File: src/rtl/eic_pkg.sv
package eic_pkg;
    localparam int EIC_PINS   = 4;
    localparam int EIC_WORD   = 32;
    localparam int EIC_SYNC   = 2;

    localparam int POS_ROUTE  = 0;
    localparam int POS_MASTER = 12;

    typedef enum logic [1:0] {
        SENSE_LVL_HI = 2'b00,
        SENSE_RISE   = 2'b01,
        SENSE_FALL   = 2'b10,
        SENSE_LVL_LO = 2'b11
    } sense_e;

    typedef enum logic [1:0] {
        PIN_IDLE    = 2'b00,
        PIN_LATCHED = 2'b01,
        PIN_LEVEL   = 2'b10
    } pin_st_e;

    function automatic int en_pos(input int pin);
        return 11 - pin;
    endfunction

    function automatic int sense_pos(input int pin);
        return 22 - 2 * pin;
    endfunction

    function automatic int clr_pos(input int pin);
        return 27 - pin;
    endfunction
endpackage

File: src/rtl/eic_pin_sync.sv
module eic_pin_sync #(
    parameter int STAGES = 2
) (
    input  logic clk,
    input  logic rst,
    input  logic pin_i,
    output logic sync_o,
    output logic prev_o
);
    localparam int DEPTH = STAGES + 1;

    logic [DEPTH-1:0] chain_q;

    always_ff @(posedge clk) begin
        if (rst) begin
            chain_q <= '0;
        end else begin
            chain_q <= {chain_q[DEPTH-2:0], pin_i};
        end
    end

    assign sync_o = chain_q[STAGES-1];
    assign prev_o = chain_q[STAGES];
endmodule

File: src/rtl/eic_pin_fsm.sv
module eic_pin_fsm
    import eic_pkg::*;
(
    input  logic       clk,
    input  logic       rst,
    input  logic       sync_i,
    input  logic       prev_i,
    input  logic [1:0] sense_i,
    input  logic       clr_i,
    output logic       active_o
);
    pin_st_e st_q, st_d;
    sense_e  mode;
    logic    edge_mode;
    logic    evt;
    logic    lvl_on;

    always_comb begin
        mode      = sense_e'(sense_i);
        edge_mode = (mode == SENSE_RISE) || (mode == SENSE_FALL);
        evt       = ((mode == SENSE_RISE) && sync_i && !prev_i) ||
                    ((mode == SENSE_FALL) && !sync_i && prev_i);
        lvl_on    = ((mode == SENSE_LVL_HI) && sync_i) ||
                    ((mode == SENSE_LVL_LO) && !sync_i);
    end

    always_comb begin
        st_d = st_q;
        unique case (st_q)
            PIN_IDLE: begin
                if (!edge_mode) st_d = lvl_on ? PIN_LEVEL : PIN_IDLE;
                else            st_d = evt ? PIN_LATCHED : PIN_IDLE;
            end
            PIN_LATCHED: begin
                if (!edge_mode) st_d = lvl_on ? PIN_LEVEL : PIN_IDLE;
                else if (evt)   st_d = PIN_LATCHED;
                else if (clr_i) st_d = PIN_IDLE;
                else            st_d = PIN_LATCHED;
            end
            PIN_LEVEL: begin
                if (!edge_mode) st_d = lvl_on ? PIN_LEVEL : PIN_IDLE;
                else            st_d = evt ? PIN_LATCHED : PIN_IDLE;
            end
            default: st_d = PIN_IDLE;
        endcase
    end

    always_ff @(posedge clk) begin
        if (rst) st_q <= PIN_IDLE;
        else     st_q <= st_d;
    end

    always_comb begin
        active_o = (st_q != PIN_IDLE);
    end

    AST_EDGE_LATCHES: assert property (@(posedge clk) disable iff (rst)
        (edge_mode && evt) |=> (st_q == PIN_LATCHED));
    AST_LATCH_HOLDS: assert property (@(posedge clk) disable iff (rst)
        (edge_mode && st_q == PIN_LATCHED && !clr_i) |=> (st_q == PIN_LATCHED));
    AST_CLEAR_DROPS: assert property (@(posedge clk) disable iff (rst)
        (edge_mode && clr_i && !evt) |=> (st_q == PIN_IDLE));
    AST_LEVEL_TRACKS: assert property (@(posedge clk) disable iff (rst)
        (!edge_mode && lvl_on) |=> (st_q == PIN_LEVEL));
endmodule

File: src/rtl/eic_ctrl_reg.sv
module eic_ctrl_reg
    import eic_pkg::*;
(
    input  logic                clk,
    input  logic                rst,
    input  logic                we_i,
    input  logic [EIC_WORD-1:0] wdata_i,
    input  logic [EIC_PINS-1:0] status_i,
    output logic [EIC_WORD-1:0] rdata_o,
    output logic [EIC_PINS-1:0] en_o,
    output logic [1:0]          sense_o [EIC_PINS],
    output logic [EIC_PINS-1:0] clr_o,
    output logic                master_o,
    output logic                route_o
);
    localparam logic [EIC_WORD-1:0] CLR_MASK = 32'h0F00_0000;

    logic [EIC_WORD-1:0] word_q;
    logic [EIC_WORD-1:0] live;

    always_ff @(posedge clk) begin
        if (rst)       word_q <= '0;
        else if (we_i) word_q <= wdata_i & ~CLR_MASK;
    end

    always_comb begin
        live = '0;
        for (int p = 0; p < EIC_PINS; p++) begin
            live[clr_pos(p)] = status_i[p];
        end
        rdata_o = (word_q & ~CLR_MASK) | live;
    end

    for (genvar p = 0; p < EIC_PINS; p++) begin : g_field
        assign en_o[p]    = word_q[en_pos(p)];
        assign sense_o[p] = word_q[sense_pos(p)+1 : sense_pos(p)];
        assign clr_o[p]   = we_i && wdata_i[clr_pos(p)];
    end

    assign master_o = word_q[POS_MASTER];
    assign route_o  = word_q[POS_ROUTE];
endmodule

File: src/rtl/ext_irq_conditioner.sv
module ext_irq_conditioner
    import eic_pkg::*;
(
    input  logic        clk,
    input  logic        rst,
    input  logic [3:0]  irq_pin_i,
    input  logic        crit_src_i,
    input  logic        reg_we_i,
    input  logic [31:0] reg_wdata_i,
    output logic [31:0] reg_rdata_o,
    output logic [3:0]  irq_req_o,
    output logic        crit_norm_o,
    output logic        crit_sep_o
);
    logic [EIC_PINS-1:0] en;
    logic [1:0]          sense [EIC_PINS];
    logic [EIC_PINS-1:0] clr;
    logic [EIC_PINS-1:0] status;
    logic                master;
    logic                route;

    eic_ctrl_reg i_ctrl (
        .clk      (clk),
        .rst      (rst),
        .we_i     (reg_we_i),
        .wdata_i  (reg_wdata_i),
        .status_i (status),
        .rdata_o  (reg_rdata_o),
        .en_o     (en),
        .sense_o  (sense),
        .clr_o    (clr),
        .master_o (master),
        .route_o  (route)
    );

    for (genvar p = 0; p < EIC_PINS; p++) begin : g_pin
        logic s_now;
        logic s_old;

        eic_pin_sync #(.STAGES(EIC_SYNC)) i_sync (
            .clk    (clk),
            .rst    (rst),
            .pin_i  (irq_pin_i[p]),
            .sync_o (s_now),
            .prev_o (s_old)
        );

        eic_pin_fsm i_fsm (
            .clk      (clk),
            .rst      (rst),
            .sync_i   (s_now),
            .prev_i   (s_old),
            .sense_i  (sense[p]),
            .clr_i    (clr[p]),
            .active_o (status[p])
        );

        assign irq_req_o[p] = master && en[p] && status[p];
    end

    assign crit_norm_o = crit_src_i && route;
    assign crit_sep_o  = crit_src_i && !route;

    AST_CRIT_ONE_PATH: assert property (@(posedge clk) disable iff (rst)
        $onehot0({crit_norm_o, crit_sep_o}));
    AST_MASTER_GATES: assert property (@(posedge clk) disable iff (rst)
        (reg_we_i && !reg_wdata_i[POS_MASTER]) |=> (irq_req_o == '0));
endmodule

File: config.mk
export PLATFORM = sky130hd
export DESIGN_NAME = ext_irq_conditioner
export DESIGN_NICKNAME = d
export VERILOG_FILES = /design/src/rtl/eic_pkg.sv /design/src/rtl/eic_pin_sync.sv /design/src/rtl/eic_pin_fsm.sv /design/src/rtl/eic_ctrl_reg.sv /design/src/rtl/ext_irq_conditioner.sv
export SDC_FILE = /design/constraint.sdc
export NUM_CORES = 1
export LEC_CHECK = 0
export BUFFER_PORTS_ARGS = -buffer_cell sky130_fd_sc_hd__buf_4
export CORE_MARGIN = 5
export CORE_UTILIZATION = 54
export CTS_BUF_LIST = sky130_fd_sc_hd__clkbuf_8
export DETAILED_ROUTE_END_ITERATION = 16
export PLACE_DENSITY = 0.87
export SETUP_SLACK_MARGIN = 0.4
export SYNTH_ARGS = -nofsm -noshare
export SYNTH_HDL_FRONTEND = slang
export SYNTH_SLANG_ARGS = --single-unit
File: constraint.sdc
create_clock -name clk -period 2.7 [get_ports clk]
set_clock_uncertainty 0.05 [all_clocks]
set_input_delay 0.27 -clock clk [delete_from_list [all_inputs] [get_ports clk]]
set_output_delay 0.27 -clock clk [all_outputs]
set_load 0.03 [all_outputs]
=== After elaboration in Yosys (flattened, before gate mapping) ===
Index checks and enable logic that the tools add are counted.

* Muxes and demuxes: 28
* Reduce and logical (&&, ||, !) cells: 75
* Bitwise logic cells: 1
* Eq/ne operators: 20

{| class="wikitable"
|+ Operators with widths
! operator !! number
|-
| $logic_and 1x1->1 || 38
|-
| $mux 2 || 16
|-
| $or 32x28->32 || 1
|-
| $eq 2x2->1 const B || 12
|-
| $eq 2x1->1 const B || 8
|-
| $logic_not 2->1 || 8
|-
| $pmux 2 s2 || 4
|-
| $logic_or 1x1->1 || 12
|-
| $logic_not 1->1 || 9
|-
| $mux 1 || 8
|-
| $reduce_bool 2->1 || 4
|-
| $reduce_or 2->1 || 4
|}

* Input bits: 40
* Output and inout bits: 38
* Logic and storage cells: 133
* Bits in registers: 48

=== Longest topological paths before layout ===
Gate-level depths: netlist of run 1.

* Depth after elaboration: 7
* Mapped depth: 4

=== By module ===
A second synthesis of run 1 with hierarchy kept.

* Cells, all modules: 207
* Area total of the unflattened synthesis: 2,180.8 um^2

{| class="wikitable"
|+ Modules (own cells, without submodules)
! module !! area an instance (um^2) !! times used !! cells an instance
|-
| eic_ctrl_reg || 1,187.4 || 1 || 113
|-
| eic_pin_fsm || 160.2 || 4 || 16
|-
| eic_pin_sync || 78.8 || 4 || 6
|-
| ext_irq_conditioner || 37.5 || 1 || 6
|}

=== Worst setup path before layout of run 1 ===
No wires, ideal clock.

* Path kind: register to register
* Start: reg i_ctrl.word_q[20]
* End: reg g_pin[1].i_fsm.st_q[0]
* Data required time: 2,528 ps
* Setup slack: 1,221 ps
* Library setup time: 122 ps
* Clock period less this slack: 1,479 ps
* Arrival time: 1,307 ps
* Path buffers: 0
* Cell stages (with the launch flop): 5
* Cell sequence: dfxtp_1 -> inv_1 -> ha_1 -> and3b_1 -> o311a_1

* Cells in the longest elaborated chain, start to end: 7
* Elaborated cells on any way between the ends: 13
* Those cells by class: eq/ne: 2; mux: 5; reduce/logical: 6

{| class="wikitable"
|+ Ends and longest elaborated chain
! item !! line !! text
|-
| start, declared || eic_ctrl_reg.sv:18 || <nowiki>logic [EIC_WORD-1:0] word_q;</nowiki>
|-
| start signal, assigned || eic_ctrl_reg.sv:23 || <nowiki>else if (we_i) word_q <= wdata_i & ~CLR_MASK;</nowiki>
|-
| $eq 2x1->1 / $eq 2x2->1 (equally long branches) || eic_pin_fsm.sv:20, eic_pin_fsm.sv:21, eic_pin_fsm.sv:22 ||
|-
| $logic_and 1x1->1, on equally long branches (2 in series) || eic_pin_fsm.sv:21, eic_pin_fsm.sv:22 ||
|-
| $logic_or 1x1->1 || eic_pin_fsm.sv:21 || <nowiki>evt = ((mode == SENSE_RISE) && sync_i && !prev_i) ||</nowiki>
|-
| $mux 1 / $mux 2 (equally long branches) || eic_pin_fsm.sv:32, eic_pin_fsm.sv:42, eic_pin_fsm.sv:36 ||
|-
| $mux 2, on equally long branches || eic_pin_fsm.sv:31, eic_pin_fsm.sv:41, eic_pin_fsm.sv:35 ||
|-
| $pmux 2 s2 * || eic_pin_fsm.sv:29 || <nowiki>unique case (st_q)</nowiki>
|-
| end signal, assigned || eic_pin_fsm.sv:50 || <nowiki>else st_q <= st_d;</nowiki>
|-
| end, declared || eic_pin_fsm.sv:12 || <nowiki>pin_st_e st_q, st_d;</nowiki>
|}

Every way passes the cells marked *; elsewhere a longest branch is shown, timed or not.
A chain may end at the register's enable or synchronous reset.

=== Final worst setup path of run 1 ===
* Start: reg g_pin[0].i_fsm.st_q[0]
* End: out irq_req_o[0]

* Cells in the longest elaborated chain, start to end: 2

{| class="wikitable"
|+ Ends and longest elaborated chain
! item !! line !! text
|-
| start, declared || eic_pin_fsm.sv:12 ||
|-
| start signal, assigned || eic_pin_fsm.sv:50 ||
|-
| $reduce_bool 2->1 || eic_pin_fsm.sv:54 || <nowiki>active_o = (st_q != PIN_IDLE);</nowiki>
|-
| $logic_and 1x1->1 || ext_irq_conditioner.sv:58 || <nowiki>assign irq_req_o[p] = master && en[p] && status[p];</nowiki>
|-
| end, declared || ext_irq_conditioner.sv:11 || <nowiki>output logic [3:0] irq_req_o,</nowiki>
|}

No other way between the ends.

==> results_dict.tcl, run 1 <==
set metrics [dict create \
    drc 0 \
    start_kind "flip-flop" \
    grt_max_degree 45 \
    grt_pass1_wl_mm 6.465 \
    critPathKind "reg -> out" \
    numPortBuffers 77 \
    fin_crit_sh_pct 59.15 \
    drt_iter0_markers 57 \
    cts_sinks 48 \
    gr-usage-met3_pct 6.233 \
    die_area_um2 5187 \
    yosysWarnings 0 \
    netlist_instances 192 \
    power.share.clock_pct 31.8 \
    clock.fmax_ghz 0.6262 \
    multiInputGateArea_um2 953.4 \
    fin_util_pct 72.69 \
    cp.arrival_ns 1.28 \
    clock_latency_ns 0.29 \
    cts_buffer_depth 2 \
    crit_fanout 3 \
    cts_setup_buffers 0 \
    pwr-share-seq_pct 52.0 \
    worstReg2RegStart "i_ctrl.word_q[18]" \
    combPwrFrac_pct 16.1 \
    max-vdd-ir-drop_mv 0.4291 \
    yosys.area.top_type "dfxtp_1" \
    synth_area_leaders "dfxtp_1 (46%), mux2i_1 (15%), ha_1 (9.6%), nor2_1 (5.1%), nor2b_1 (3.9%)" \
    cts_root_buffer "clkbuf_8" \
    fin_nets 318 \
    antenna_found_initial 0 \
    io_pins 78 \
    setup_violations 0 \
    hp-start "irq_pin_i[3]" \
    cts_inserted_buffers 5 \
    die_h_um 72.02 \
    grt-busiest-layer "met2" \
    grt_usage_pct 15.99 \
    die_x_um 72.02 \
    tightest_slew_ns 0.5065 \
    post_drt_wl_per_cell_um 12.63 \
    rsz0062_at_grt "no" \
    crit_chain "or2_2 > and3_1 > buf_4" \
    max_slew_margin_pct 66.23 \
    vias_per_cell 4.922 \
    h-tree-depth 2 \
    ys_seq_area_share_pct 46.27 \
    row_count 22 \
    grt_pass1_vias 1462 \
    cpPeakStageDelay_ns 0.32 \
    cts_resized 0 \
    p_per_area_nw_per_um2 549.3 \
    p_sw_share_pct 23.97 \
    setup_tns_ns 0 \
    holdCritPathClass "in -> reg" \
    slowest_stage "dfxtp_1" \
    p_sw_uw 353.1 \
    num-fill-cells 314 \
    worst_ep_required_time_ns 2.38 \
    p_int_mw 1.120 \
    cts_hold_buf 0 \
    finalCriticalPeriod_ns 1.597 \
    core_um2 3689 \
    netlist.area_leader.share_pct 46.27 \
    end_kind "output port" \
    syn_area_per_cell_um2 10.82 \
    hpwl_mm 2.881 \
    cts.clk_slew.worst_paths_ns 0.08 \
    route.antenna.remaining_nets 0 \
    power.leakage_nw 1.392 \
    regArea_um2 960.9 \
    hold_viol 0 \
    area_delta_synth_final_pct 29.10 \
    diodes 0 \
    ys_ff_latch 48 \
    synth_fp_nets 248 \
    final_layout_size_suffix_gt1_share_pct 33.33 \
    wl_mm 3.902 \
    cts_tree "built" \
    initial_core_util_pct 56.31 \
    use_met1_pct 19.74 \
    first_pass_iters 4 \
    grt_overflow 0 \
    synthDistinctLibCells 19 \
    synth.cell_area_um2 2077 \
    status "finished, final reports clean" \
    use_met2_pct 25.10 \
    gp_congestion 0.7867 \
    report.final.slew_viol_count 0 \
    cp-startpoint "g_pin[0].i_fsm.st_q[0]" \
    cap_violations 0 \
    vias 1521 \
]
## per-layer routing
metal  part of all wire, %  vias to the layer above
met5                     0                        -
li1                      -                      771
met4                   1.3                        0
met2                    45                       62
met3                    10                        5
met1                    43                      683
## cell families after synthesis
family          synth area share (%)
compound gates                 4.338
fa+ha+maj                      9.638
buf+inv                        7.831
flops                          46.26
mux                            15.42
simple gates                   16.51
## flip-flops by register name (all words and copies together) (netlist names)
signal                cells
i_ctrl.word_q            28
g_pin.i_sync.chain_q     12
g_pin.i_fsm.st_q          8
## worst max-delay path: cells and delay by family, from the launching register on
kind	cells	cell delay [ns]
DFF	1	0.32
and+or+nand+nor	2	0.50
buffers and inverters	1	0.16
## final cells by class
class | count | area share, %
Clock inverter | 1 | 1.120
Tap cell | 48 | 2.240
Timing Repair Buffer | 77 | 21.56
Multi-Input combinational cell | 122 | 35.56
Clock buffer | 5 | 2.566
Sequential cell | 48 | 35.84
Inverter | 8 | 1.120
## cell usage after synthesis (all sizes together)
library cell / n
ha: 16
nor3b: 4
dfxtp: 48
clkbuf: 4
and2: 1
nor2: 28
inv: 8
o311a: 4
and3: 4
buf: 10
and3b: 8
a21oi: 4
or2: 4
mux2i: 32
nor2b: 13
a21boi: 4
## power by group through the flow
| stage | Combinational [mW] | Clock (mW) | Sequential (mW) |
|---|---|---|---|
| after floorplan | 0.108 | 0 | 0.823 |
| after global placement | 0.235 | 0 | 0.781 |
| after detailed placement | 0.240 | 0 | 0.783 |
| after CTS | 0.242 | 0.488 | 0.766 |
| after global routing | 0.259 | 0.521 | 0.772 |
| final | 0.238 | 0.469 | 0.766 |
## final timing paths
check / endpoint / slack [ns] / cells past startpoint
max: irq_req_o[0] / 1.10 / 3
min: g_pin[3].i_sync.chain_q[0] / 0.14 / 2
max reg2reg: g_pin[2].i_fsm.st_q[0] / 1.34 / 4
min reg2reg: g_pin[3].i_sync.chain_q[1] / 0.39 / 1
## per-stage QoR
stage	instances	total power [mW]	area, um2	hold slack (ns)	setup WS [ns]
4_1_cts	309	1.496	2681	0.1302	1.085
3_3_place_gp	303	1.016	2582	0.3668	1.296
6_report	309	1.473	2681	0.1389	1.103
5_1_grt	309	1.552	2681	0.1194	1.026
3_5_place_dp	303	1.023	2582	0.3704	1.263
2_1_floorplan	192	0.9316	2077	0.3482	1.221
## cell usage in the layout (no fill, tap or decap)
cell and n:
or2_2 4, clkbuf_8 5, nor2b_1 13, dfxtp_1 48, bufinv_16 1, nor3b_1 4, a21oi_1 4, a21boi_0 4
and3_1 4, ha_1 16, nor2_1 28, and2_1 1, mux2i_1 32, inv_1 8, buf_4 77, and3b_1 8
o311a_1 4
Note: power is estimated with default switching activity, not from simulation.
==> run 2: changes to the inputs <==
--- a/config.mk
+++ b/config.mk
@@ -7,10 +7,10 @@
 export LEC_CHECK = 0
 export BUFFER_PORTS_ARGS = -buffer_cell sky130_fd_sc_hd__buf_4
 export CORE_MARGIN = 5
-export CORE_UTILIZATION = 54
+export CORE_UTILIZATION = 46
 export CTS_BUF_LIST = sky130_fd_sc_hd__clkbuf_8
 export DETAILED_ROUTE_END_ITERATION = 16
-export PLACE_DENSITY = 0.87
+export PLACE_DENSITY = 0.78
 export SETUP_SLACK_MARGIN = 0.4
 export SYNTH_ARGS = -nofsm -noshare
 export SYNTH_HDL_FRONTEND = slang
==> constraint.sdc (replaced) <==
create_clock -name clk -period 1.37 [get_ports clk]
set_clock_uncertainty 0.05 [all_clocks]
set_input_delay 0.137 -clock clk [delete_from_list [all_inputs] [get_ports clk]]
set_output_delay 0.137 -clock clk [all_outputs]
set_load 0.03 [all_outputs]
==> results_dict.tcl, run 2 (synthesis gave the netlist of run 1 again) <==
set metrics [dict create \
    largest_register "i_ctrl.word_q" \
    regArea_um2 1028 \
    power.leakage_nw 1.606 \
    diodes 0 \
    grt-busiest-layer "met2" \
    first_pass_iters 4 \
    cpPeakStageDelay_ns 0.33 \
    pwr-share-seq_pct 50.4 \
    grt_pass1_vias 1648 \
    finalCriticalPeriod_ns 1.345 \
    crit_chain "or2_4 > and3_4 > buf_6" \
    final_cell_mix "buf_4 (51), buf_6 (51), mux2i_1 (29)" \
    grt_overflow 0 \
    tightest_slew_ns 0.3818 \
    gr-usage-met3_pct 6.557 \
    wl_mm 4.960 \
    grt_max_degree 38 \
    cts_buffer_depth 2 \
    fin_crit_sh_pct 98.14 \
    gp_congestion 0.7816 \
    end_kind "output port" \
    cts_sinks 48 \
    largest_register_ffs 28 \
    clock.fmax_ghz 0.7438 \
    initial_core_util_pct 47.70 \
    p_per_area_nw_per_um2 888.2 \
    cp-startpoint "g_pin[3].i_fsm.st_q[0]" \
    total_power_mw 3.032 \
    hp-start "reg_wdata_i[0]" \
    cap_violations 0 \
    cts_inserted_buffers 5 \
    p_sw_uw 813.3 \
    worst_ep_required_time_ns 1.18 \
    grt_usage_pct 16.17 \
    area_delta_synth_final_pct 64.34 \
    drc 0 \
    combPwrFrac_pct 21.8 \
    fin_nets 348 \
    multiInputGateArea_um2 1165 \
    numPortBuffers 77 \
    h-tree-depth 2 \
    p_int_mw 2.218 \
    route.antenna.remaining_nets 0 \
    vias_per_cell 4.765 \
    io_pins 78 \
    max_slew_margin_pct 74.55 \
    final_layout_size_suffix_gt1_share_pct 62.80 \
    p_sw_share_pct 26.83 \
    hpwl_mm 3.093 \
    use_met1_pct 18.54 \
    grt_pass1_wl_mm 7.755 \
    use_met2_pct 27.69 \
    max-vdd-ir-drop_mv 0.7019 \
    die_x_um 77.20 \
    status "finished, final reports clean" \
    placed_area_um2 2705 \
    row_count 24 \
    die_h_um 77.20 \
    slowest_stage "dfxtp_2" \
    crit_fanout 2 \
    vias 1644 \
    design_area_um2 3413 \
    setup_violations 0 \
    drt_iter0_markers 35 \
    worstReg2RegStart "i_ctrl.word_q[18]" \
    cts.clk_slew.worst_paths_ns 0.08 \
    rsz0062_at_grt "yes" \
    top_regs "i_ctrl.word_q x28, g_pin.i_sync.chain_q x12, g_pin.i_fsm.st_q x8" \
    power.share.clock_pct 27.9 \
    post_drt_wl_per_cell_um 14.38 \
    cp.arrival_ns 1.16 \
    num-fill-cells 296 \
    start_kind "flip-flop" \
    hold_viol 0 \
    cts_tree "built" \
    critPathKind "reg -> out" \
    report.final.slew_viol_count 0 \
    cts_root_buffer "clkbuf_8" \
    holdCritPathClass "in -> reg" \
    clock_latency_ns 0.30 \
    antenna_found_initial 0 \
    die_area_um2 5959 \
    core_um2 4354 \
]
-- run 2: cell types whose count changed in the layout (fill, tap and decap cells not counted), moves of 9 or more --
cell     delta
buf_4      -26
buf_6      +51
dfxtp_1    -36
dfxtp_2    +27
dfxtp_4     +9
ha_1       -15
ha_4       +11
-- run 2: cell type report --
type                            count  area share (%)
Clock inverter                      2          0.2199
Tap cell                           52           1.906
Multi-Input combinational cell    122           34.13
Sequential cell                    48           30.13
Inverter                            8           1.393
Clock buffer                        6           2.419
Timing Repair Buffer              107           29.80
-- run 2: worst paths after layout --
check                                    end  slack (ns)  cells after the start
setup / recovery                irq_req_o[3]        0.03                      3
hold / removal              i_ctrl.word_q[0]        0.02                      3
setup reg to reg      g_pin[2].i_fsm.st_q[0]        0.12                      4
hold reg to reg   g_pin[3].i_sync.chain_q[1]        0.39                      1
-- run 2: through the flow --
step	TNS [ns]	hold WS [ns]	std cells	worst slack [ns]	util (%)
finish	0	0.01643	345	0.02547	78.39
global route	-0.05145	0.01301	345	-0.01734	78.39
CTS	0	0.01274	336	0.02130	74.71
detailed placement	0	0.3011	311	0.1684	62.13
global placement	0	0.2970	311	0.1969	62.13
floorplan	0	0.2152	192	0.1422	-
-- run 2: worst max-delay path, delay by kind of cell, from the launching register on --
family	cells	cell delay (ns)
buf+inv	1	0.13
flops	1	0.33
simple gates	2	0.40
-- run 2: power by group through the flow --
stage / sequential [mW] / combinational, mW / clock, mW
floorplan: 1.62 / 0.217 / 0
finish: 1.53 / 0.660 / 0.845
global route: 1.54 / 0.713 / 0.939
CTS: 1.52 / 0.614 / 0.869
global placement: 1.54 / 0.487 / 0
detailed placement: 1.54 / 0.494 / 0
-- run 2: metal layers --
metal,vias up,wire length (um)
met4,0,49
met1,755,2106
met2,56,2415
li1,827,-
met3,6,389
met5,-,0
-- run 2: timing repair --
item | CTS | global route
setup endpoints to repair | 46 | 46
hold endpoints to repair | 4 | 0
pin swaps | 17 | 15
hold buffers | 4 | 0
setup buffers | 13 | 9
resized for setup | 86 | 23
==> run 3: changes to the inputs <==
==> constraint.sdc (replaced) <==
create_clock -name clk -period 1.37 [get_ports clk]
set_clock_uncertainty 0.05 [all_clocks]
set_input_delay 0.3425 -clock clk [delete_from_list [all_inputs] [get_ports clk]]
set_output_delay 0.3425 -clock clk [all_outputs]
set_load 0.03 [all_outputs]
==> results_dict.tcl, run 3 (synthesis gave the netlist of run 1 again) <==
set metrics [dict create \
    clock.fmax_ghz 0.6463 \
    area_delta_synth_final_pct 60.90 \
    numPortBuffers 77 \
    finalCriticalPeriod_ns 1.547 \
    io_pins 78 \
    critPathBufInv 1 \
    hp-start "irq_pin_i[3]" \
    cap_violations 0 \
    die_area_um2 5959 \
    critPathKind "reg -> out" \
    cpPeakStageDelay_ns 0.33 \
    grt_pass1_vias 1688 \
    cpLargestDelayFamily "simple AND/OR/NAND/NOR gates" \
    min_delay_path_depth 2 \
    die_h_um 77.20 \
    max-vdd-ir-drop_mv 0.7649 \
    fin_crit_sh_pct 112.9 \
    cts.clk_slew.worst_paths_ns 0.08 \
    cts_hold_buf 0 \
    end_kind "output port" \
    tightest_slew_ns 0.2480 \
    setup_tns_ns -1.050 \
    cts_inserted_buffers 5 \
    grt_usage_pct 16.72 \
    antenna_found_initial 0 \
    drc 0 \
    route.antenna.remaining_nets 0 \
    worst_ep_required_time_ns 0.98 \
    r2r_slack_ns 0.12 \
    clock_latency_ns 0.29 \
    largest_register_ffs 28 \
    slowest_stage "dfxtp_2" \
    grt_pass1_wl_mm 8.128 \
    cp.arrival_ns 1.15 \
    hpwl_mm 3.150 \
    gp_congestion 0.7828 \
    status "complete, but fails checks" \
    worstReg2RegStart "i_ctrl.word_q[23]" \
    largest_register "i_ctrl.word_q" \
    rr_worst_depth 4 \
    fin_nets 334 \
    die_x_um 77.20 \
    fin_ws_ns -0.1773 \
    final_cell_mix "buf_4 (46), buf_6 (44), mux2i_1 (28), nor2_1 (28), dfxtp_2 (25)" \
    whs_ns 0.1996 \
    cts_sinks 48 \
    grt_max_degree 21 \
    report.final.slew_viol_count 0 \
    violations "setup timing" \
    rsz0062_at_grt "yes" \
    drt_iter0_markers 44 \
    crit_fanout 2 \
    wl_mm 4.906 \
    hold_viol 0 \
    core_um2 4354 \
    final_layout_size_suffix_gt1_share_pct 62.37 \
    min_to "g_pin[3].i_sync.chain_q[0]" \
    vias 1590 \
    final_common_cell "buf_4" \
    grt_overflow 0 \
    first_pass_iters 4 \
    row_count 24 \
    cts_tree "built" \
    r2r_end "g_pin[0].i_fsm.st_q[0]" \
    vias_per_cell 4.804 \
    h-tree-depth 2 \
    max_slew_margin_pct 83.47 \
    setup_violations 8 \
    start_kind "flip-flop" \
    initial_core_util_pct 47.70 \
    cts_buffer_depth 2 \
    p_per_area_nw_per_um2 941.0 \
    cts_root_buffer "clkbuf_8" \
    diodes 0 \
    power.leakage_nw 1.564 \
    pre_cts_ws_ns 0.1042 \
    post_drt_wl_per_cell_um 14.82 \
    crit_chain "or2_4 > and3_4 > buf_6" \
    holdCritPathClass "in -> reg" \
    path_depth 3 \
    top_regs "i_ctrl.word_q x28, g_pin.i_sync.chain_q x12, g_pin.i_fsm.st_q x8" \
]
## run 3: cell count changes in the layout (fill, tap and decap cells not counted), sizes merged
cell         before  now
buf             103   93
dlygate4sd3       4    0
bufinv            0    1
clkbuf            6    5
clkinv            0    1
inv              10    9
## run 3: layout make-up
type                            instances  area [um2]
Multi-Input combinational cell        122        1189
Sequential cell                        48        1030
Fill cell                             278        1012
Timing Repair Buffer                   93       900.9
Clock buffer                            5       68.82
Tap cell                               52       65.06
Inverter                                8       50.05
Clock inverter                          3       38.79
## run 3: worst max-delay path by stage
stage / slack (ns) / start / endpoint
6_report: -0.18 / g_pin[3].i_fsm.st_q[0] / irq_req_o[3]
5_1_grt: -0.22 / g_pin[2].i_fsm.st_q[1] / irq_req_o[2]
4_1_cts: -0.19 / g_pin[2].i_fsm.st_q[0] / irq_req_o[2]
3_5_place_dp: 0.10 / g_pin[1].i_fsm.st_q[1] / irq_req_o[1]
3_3_place_gp: 0.12 / g_pin[1].i_fsm.st_q[1] / irq_req_o[1]
2_1_floorplan: 0.14 / i_ctrl.word_q[19] / g_pin[2].i_fsm.st_q[0]
## run 3: through the flow
step / std cells / utilization [%] / total power [mW] / instance area (um2)
3_5_place_dp: 311 / 62.96 / 2.049 / 2741
6_report: 331 / 76.75 / 3.145 / 3342
4_1_cts: 326 / 74.51 / 3.151 / 3244
3_3_place_gp: 311 / 62.96 / 2.040 / 2741
5_1_grt: 331 / 76.75 / 3.303 / 3342
2_1_floorplan: 192 / - / 1.852 / 2187
## run 3: power breakdown
group          leakage [nW]  internal [mW]  switching (mW)
combinational          1.09          0.343           0.290
sequential            0.411           1.46          0.0750
clock                0.0593          0.534           0.441
## run 3: layer usage
| layer | vias up | global-route usage [%] | part of all wire (%) |
|---|---|---|---|
| met5 | - | 0 | 0 |
| met4 | 0 | 3.608 | 0.57 |
| met3 | 5 | 5.152 | 6.9 |
| met2 | 58 | 28.54 | 49 |
| met1 | 716 | 20.56 | 43 |
| li1 | 811 | - | - |
## run 3: timing repair
action	in CTS	in global routing
hold endpoints to repair	0	0
cloned	0	0
endpoints found under the setup margin	46	46
resized for setup	89	13
buffers inserted	7	5
pin swaps	21	10
